`src/rtl/usbctl_pkg.sv`:
```
package usbctl_pkg;
  localparam int REG_W       = 8;
  localparam int POS_PPBRST  = 6;
  localparam int POS_SE0     = 5;
  localparam int POS_HALT    = 4;
  localparam int POS_EN      = 3;
  localparam int POS_RESUME  = 2;
  localparam int POS_SUSP    = 1;

  typedef struct packed {
    logic ppbrst;
    logic halt;
    logic en;
    logic resume;
    logic susp;
  } ctl_bits_t;
endpackage

```
`src/rtl/usbctl_se0_sync.sv`:
```
module usbctl_se0_sync #(
  parameter int STAGES = 2
) (
  input  logic clk,
  input  logic rst_n,
  input  logic d_in,
  output logic q_out
);
  logic [STAGES-1:0] sh_q;
  logic [STAGES-1:0] sh_d;

  always_comb begin
    sh_d[0] = d_in;
    for (int i = 1; i < STAGES; i++) sh_d[i] = sh_q[i-1];
  end

  always_ff @(posedge clk or negedge rst_n) begin
    if (!rst_n) sh_q <= '0;
    else        sh_q <= sh_d;
  end

  assign q_out = sh_q[STAGES-1];
endmodule

```
`src/rtl/usbctl_bit_regs.sv`:
```
module usbctl_bit_regs
  import usbctl_pkg::*;
(
  input  logic             clk,
  input  logic             rst_n,
  input  logic             wr_en,
  input  logic [REG_W-1:0] wdata,
  input  logic             clock_valid,
  input  logic             setup_pulse,
  output ctl_bits_t        bits_q
);
  ctl_bits_t bits_d;

  always_comb begin
    bits_d = bits_q;
    if (wr_en) begin
      bits_d.ppbrst = wdata[POS_PPBRST];
      bits_d.resume = wdata[POS_RESUME];
      bits_d.susp   = wdata[POS_SUSP];
      if (!wdata[POS_HALT]) bits_d.halt = 1'b0;
      if (!wdata[POS_EN])   bits_d.en   = 1'b0;
      else if (clock_valid) bits_d.en   = 1'b1;
    end
    if (setup_pulse) bits_d.halt = 1'b1;
  end

  always_ff @(posedge clk or negedge rst_n) begin
    if (!rst_n) bits_q <= '0;
    else        bits_q <= bits_d;
  end

  a_r6_en_needs_clock: assert property (@(posedge clk) disable iff (!rst_n)
    $rose(bits_q.en) |-> $past(clock_valid));
  a_r5_setup_sets_halt: assert property (@(posedge clk) disable iff (!rst_n)
    setup_pulse |=> bits_q.halt);
  a_r5_sw_never_sets: assert property (@(posedge clk) disable iff (!rst_n)
    (!bits_q.halt && !setup_pulse) |=> !bits_q.halt);
endmodule

```
`src/rtl/usbctl_effects.sv`:
```
module usbctl_effects
  import usbctl_pkg::*;
(
  input  logic      clk,
  input  logic      rst_n,
  input  ctl_bits_t bits_q,
  output logic      ppb_reset,
  output logic      ppbi_clear_pulse,
  output logic      pullup_en,
  output logic      sie_clk_en,
  output logic      resume_drive,
  output logic      pkt_proc_enable
);
  logic en_seen_q;
  logic en_seen_d;

  assign en_seen_d = bits_q.en;

  always_ff @(posedge clk or negedge rst_n) begin
    if (!rst_n) en_seen_q <= 1'b0;
    else        en_seen_q <= en_seen_d;
  end

  always_comb begin
    ppbi_clear_pulse = bits_q.en & ~en_seen_q;
    pullup_en        = bits_q.en;
    ppb_reset        = bits_q.en & bits_q.ppbrst;
    sie_clk_en       = bits_q.en & ~bits_q.susp;
    resume_drive     = bits_q.en & bits_q.resume;
    pkt_proc_enable  = bits_q.en & ~bits_q.halt;
  end

  a_r7_pulse_one_cycle: assert property (@(posedge clk) disable iff (!rst_n)
    ppbi_clear_pulse |=> !ppbi_clear_pulse);
  a_r7_pulse_on_rise: assert property (@(posedge clk) disable iff (!rst_n)
    $rose(pullup_en) |-> ppbi_clear_pulse);
  a_r8_quiet_when_off: assert property (@(posedge clk) disable iff (!rst_n)
    !pullup_en |-> !(ppb_reset || sie_clk_en || resume_drive || pkt_proc_enable));
endmodule

```
`src/rtl/usbctl_reg_unit.sv`:
```
module usbctl_reg_unit
  import usbctl_pkg::*;
#(
  parameter int SYNC_STAGES = 2
) (
  input  logic             clk,
  input  logic             rst_n,
  input  logic             reg_wr_en,
  input  logic [REG_W-1:0] reg_wdata,
  output logic [REG_W-1:0] reg_rdata,
  input  logic             clock_valid,
  input  logic             setup_token_pulse,
  input  logic             se0_live,
  output logic             ppb_reset,
  output logic             ppbi_clear_pulse,
  output logic             pullup_en,
  output logic             sie_clk_en,
  output logic             resume_drive,
  output logic             pkt_proc_enable
);
  ctl_bits_t bits_q;
  logic      se0_sync;

  usbctl_bit_regs u_regs (
    .clk         (clk),
    .rst_n       (rst_n),
    .wr_en       (reg_wr_en),
    .wdata       (reg_wdata),
    .clock_valid (clock_valid),
    .setup_pulse (setup_token_pulse),
    .bits_q      (bits_q)
  );

  usbctl_se0_sync #(.STAGES(SYNC_STAGES)) u_se0 (
    .clk   (clk),
    .rst_n (rst_n),
    .d_in  (se0_live),
    .q_out (se0_sync)
  );

  usbctl_effects u_fx (
    .clk              (clk),
    .rst_n            (rst_n),
    .bits_q           (bits_q),
    .ppb_reset        (ppb_reset),
    .ppbi_clear_pulse (ppbi_clear_pulse),
    .pullup_en        (pullup_en),
    .sie_clk_en       (sie_clk_en),
    .resume_drive     (resume_drive),
    .pkt_proc_enable  (pkt_proc_enable)
  );

  always_comb begin
    reg_rdata             = '0;
    reg_rdata[POS_PPBRST] = bits_q.ppbrst;
    reg_rdata[POS_SE0]    = se0_sync;
    reg_rdata[POS_HALT]   = bits_q.halt;
    reg_rdata[POS_EN]     = bits_q.en;
    reg_rdata[POS_RESUME] = bits_q.resume;
    reg_rdata[POS_SUSP]   = bits_q.susp;
  end

  a_r2_unused_zero: assert property (@(posedge clk) disable iff (!rst_n)
    (reg_rdata[7] == 1'b0) && (reg_rdata[0] == 1'b0));
endmodule

```
`config.mk`:
```
export PLATFORM = sky130hd
export DESIGN_NAME = usbctl_reg_unit
export DESIGN_NICKNAME = d
export VERILOG_FILES = /design/src/rtl/usbctl_pkg.sv /design/src/rtl/usbctl_se0_sync.sv /design/src/rtl/usbctl_bit_regs.sv /design/src/rtl/usbctl_effects.sv /design/src/rtl/usbctl_reg_unit.sv
export SDC_FILE = /design/constraint.sdc
export NUM_CORES = 1
export LEC_CHECK = 0
export BUFFER_PORTS_ARGS = -buffer_cell sky130_fd_sc_hd__clkbuf_2
export CAP_MARGIN = 20
export CORE_AREA = 2 2 39 41
export CTS_BUF_LIST = sky130_fd_sc_hd__clkbuf_8
export CTS_CLUSTER_DIAMETER = 120
export DETAILED_ROUTE_END_ITERATION = 8
export DIE_AREA = 0 0 41 43
export GPL_TIMING_DRIVEN = 0
export SKIP_CTS_REPAIR_TIMING = 1
export SYNTH_ARGS = -nofsm -noshare
export SYNTH_HDL_FRONTEND = slang
export SYNTH_HIERARCHICAL = 1
export SYNTH_SLANG_ARGS = --single-unit
```
`constraint.sdc`:
```
create_clock -name clk -period 0.8 [get_ports clk]
set_input_delay 0.2 -clock clk [delete_from_list [all_inputs] [get_ports clk]]
set_output_delay 0.2 -clock clk [all_outputs]
set_load 0.05 [all_outputs]
```
==> run_summary.xml <==
<?xml version="1.0" encoding="UTF-8"?>
<metrics>
  <group name="outcome">
    <metric name="run_status" unit="">finished with violations</metric>
    <metric name="violations" unit="">negative setup slack</metric>
  </group>
  <group name="routing">
    <metric name="drcViolationCount" unit="">0</metric>
    <metric name="detail_route.iter0.violations" unit="">5</metric>
    <metric name="vias" unit="">285</metric>
    <metric name="antenna_left" unit="">0</metric>
    <metric name="totalWireLength" unit="um">768</metric>
    <metric name="drt-vias-per-instance" unit="">4.01</metric>
    <metric name="detail_route.wl_per_cell" unit="um">10.8</metric>
    <metric name="number_of_iterations_in_the_first_detailed_routing_pass" unit="">3</metric>
  </group>
  <group name="finish">
    <metric name="final_cell_mix" unit="">10 x clkbuf_2, 10 x buf_6, 4 x dfrtp_2</metric>
    <metric name="finish.instance_area" unit="sq um">639</metric>
    <metric name="number_of_nets_in_the_layout" unit="">70</metric>
    <metric name="layoutNonFillerInstCount" unit="">71</metric>
    <metric name="drive_gt1_share" unit="%">80.0</metric>
    <metric name="layout-area-overhead-vs-synth" unit="%">90.0</metric>
    <metric name="finalCoreUtilization" unit="%">46.2</metric>
    <metric name="antenna-diode-count" unit="">0</metric>
  </group>
  <group name="synth">
    <metric name="synthTopCellsByArea" unit="">dfrtp_1 59%, mux2_2 10%, buf_4 8.9%</metric>
    <metric name="yosysWarningCount" unit="">6</metric>
    <metric name="synth_adder_area_share" unit="%">0</metric>
    <metric name="syn-mean-instance-area" unit="sq um">12.9</metric>
    <metric name="synth.mux.area_fraction" unit="%">10.0</metric>
    <metric name="yosys.area_share.xor_xnor" unit="%">0</metric>
    <metric name="synth_area" unit="sq um">337</metric>
    <metric name="number_of_flip_flops_and_latches_in_the_synthesized_netlist" unit="">8</metric>
    <metric name="synth_top_family_by_area" unit="">simple AND/OR/NAND/NOR gates</metric>
    <metric name="post_synthesis_compound_gate_area_fraction" unit="%">5.20</metric>
    <metric name="yosys.cell_types.count" unit="">10</metric>
    <metric name="seq_area_frac_synth" unit="%">59.5</metric>
    <metric name="synth-simple-area-share" unit="%">14.1</metric>
    <metric name="yosys.area.top_type" unit="">dfrtp_1</metric>
    <metric name="synth_cells" unit="">26</metric>
    <metric name="synth_top_area_share" unit="%">59.5</metric>
  </group>
  <group name="clock_tree">
    <metric name="clock_tree.root_cell" unit="">clkbuf_8</metric>
    <metric name="tritoncts" unit="">built</metric>
    <metric name="cts.path.max_buffers" unit="">2</metric>
    <metric name="cts.clk_slew.worst_paths" unit="ns">0.04</metric>
    <metric name="clock_insertion_delay_worst_skew" unit="ns">0.23</metric>
    <metric name="cts_sinks" unit="">8</metric>
    <metric name="tritoncts.num_buffers" unit="">3</metric>
    <metric name="cts-htree-levels" unit="">1</metric>
  </group>
  <group name="hold_path">
    <metric name="timing.hold.worst.class" unit="">in -&gt; reg</metric>
    <metric name="timing.hold.worst_path_depth" unit="">1</metric>
  </group>
  <group name="grt">
    <metric name="antenna_violations_before_repair" unit="">0</metric>
    <metric name="combined_global_route_utilization_of_all_metal_layers" unit="%">9.84</metric>
    <metric name="grt_max_degree" unit="">10</metric>
    <metric name="grt_overflow" unit="">0</metric>
    <metric name="grt_first_pass_wirelength" unit="um">966</metric>
    <metric name="first_global_vias" unit="">231</metric>
  </group>
  <group name="die">
    <metric name="rows" unit="">14</metric>
    <metric name="fp.dieArea" unit="sq um">1760</metric>
    <metric name="num_io_pins" unit="">28</metric>
    <metric name="die_h" unit="um">43</metric>
    <metric name="core" unit="sq um">1380</metric>
    <metric name="chipWidth" unit="um">41</metric>
    <metric name="floorplan.initialDensity" unit="%">24.3</metric>
  </group>
  <group name="worst_setup_path">
    <metric name="critical_path_arrival" unit="ns">1.12</metric>
    <metric name="critical_path.endpoint_type" unit="">primary output</metric>
    <metric name="path_delay_family" unit="">flip-flops</metric>
    <metric name="r2r_cells" unit="">4</metric>
    <metric name="critPathSlowestCell" unit="">dfrtp_4</metric>
    <metric name="cp_max_fo" unit="">6</metric>
    <metric name="cp.depth" unit="">3</metric>
    <metric name="timing.critical_path.slowest_cell_delay" unit="ns">0.50</metric>
    <metric name="cpMostUsedCell" unit="">buf_8</metric>
    <metric name="worst-setup-path-type" unit="">reg -&gt; out</metric>
    <metric name="crit_path_cell_trace" unit="">buf_6, buf_8, buf_8</metric>
    <metric name="cp_num_buf_inv" unit="">3</metric>
    <metric name="worst_path_required_time" unit="ns">0.60</metric>
    <metric name="startpoint_kind_of_the_worst_setup_timing_path" unit="">flip-flop</metric>
  </group>
  <group name="timing">
    <metric name="fmax" unit="GHz">0.758</metric>
    <metric name="report.final.hold_viol_count" unit="">0</metric>
    <metric name="finalMaxSlewViolations" unit="">0</metric>
    <metric name="finalSetupViolCount" unit="">13</metric>
    <metric name="final_critical_path_setup_slack" unit="ns">-0.519</metric>
    <metric name="setup_total_negative_slack" unit="ns">-4.41</metric>
    <metric name="finalWorstPathRequiredPeriod" unit="ns">1.32</metric>
    <metric name="clock_skew" unit="ns">0.00163</metric>
    <metric name="rsz_0062_raised_after_global_routing" unit="">yes</metric>
    <metric name="timing.final.crit_share" unit="%">165</metric>
  </group>
  <group name="placement">
    <metric name="i_o_buffers" unit="">22</metric>
    <metric name="globalplace.congestion" unit="">0.661</metric>
    <metric name="placed_area" unit="sq um">497</metric>
    <metric name="dp.cells" unit="">65</metric>
    <metric name="preCtsSetupSlack" unit="ns">-0.320</metric>
  </group>
  <group name="power">
    <metric name="power-per-cell-area" unit="nW/um^2">2350</metric>
    <metric name="power.static_leakage" unit="nW">0.319</metric>
    <metric name="max-vdd-ir-drop" unit="mV">1.29</metric>
  </group>
  <group name="flow_run">
    <metric name="drv_cap" unit="">0</metric>
  </group>
</metrics>
==> routing by layer <==
metal	share of wire [%]	GRT usage (%)	up-vias
li1	-	-	133
met4	4.0	12.0	0
met2	47	11.9	18
met3	12	8.38	4
met5	0	0	-
met1	37	8.31	130
==> through the flow <==
stage / total power, mW / hold WS, ns
detailed placement: 0.902 / 0.0593
global route: 1.58 / 0.0738
finish: 1.50 / 0.0790
floorplan: 0.804 / -0.0956
CTS: 1.41 / -0.189
global placement: 0.897 / 0.0593
==> logic make-up after synthesis <==
| logic type | Yosys count |
|---|---|
| buffers and inverters | 5 |
| multiplexers | 3 |
| flip-flops | 8 |
| AO/OA/AOI/OAI | 3 |
| AND/OR/NAND/NOR | 6 |
| other | 1 |
==> worst reg2reg max path: stages (launching register included) <==
cell and delay, ns:
dfrtp_4 0.50, buf_6 0.14, buf_4 0.13, a21oi_2 0.09, a21oi_1 0.05
==> registers in the layout, summed over array words and instances (netlist names) <==
signal / flops
u_se0/sh_q: 2
u_fx/en_seen_q: 1
u_regs/bits_q: 5
==> final cells by class <==
type	instances	area, sq um
Inverter	1	3.75
Multi-Input combinational cell	14	116
Tap cell	16	20.0
Clock inverter	1	3.75
Buffer	3	30.0
Fill cell	137	744
Clock buffer	3	41.3
Sequential cell	8	209
Timing Repair Buffer	25	215
==> Yosys cell counts <==
library cell,n
a21oi_1,2
nand2b_1,1
and2b_2,3
a21o_1,1
dfrtp_1,8
inv_1,1
conb_1,1
mux2_2,3
buf_4,4
and2_2,2
==> path summary, 6_finish.rpt <==
path / from / endpoint / slack, ns
setup / recovery: u_regs/bits_q[2] / pullup_en / -0.52
max in group asynchronous: rst_n / u_regs/bits_q[2] / 0.24
setup reg to reg: u_regs/bits_q[2] / u_regs/bits_q[2] / -0.22
hold reg to reg: u_se0/sh_q[0] / u_se0/sh_q[1] / 0.35
min in group asynchronous: rst_n / u_regs/bits_q[2] / 0.35
hold / removal: se0_live / u_se0/sh_q[0] / 0.08
==> power breakdown <==
part	leakage (nW)	internal [mW]	switching, mW
clock network	0.0269	0.333	0.169
logic	0.204	0.221	0.300
registers	0.0878	0.449	0.0310
total	0.319	1.00	0.499
Power figures use the tool's default switching activity.
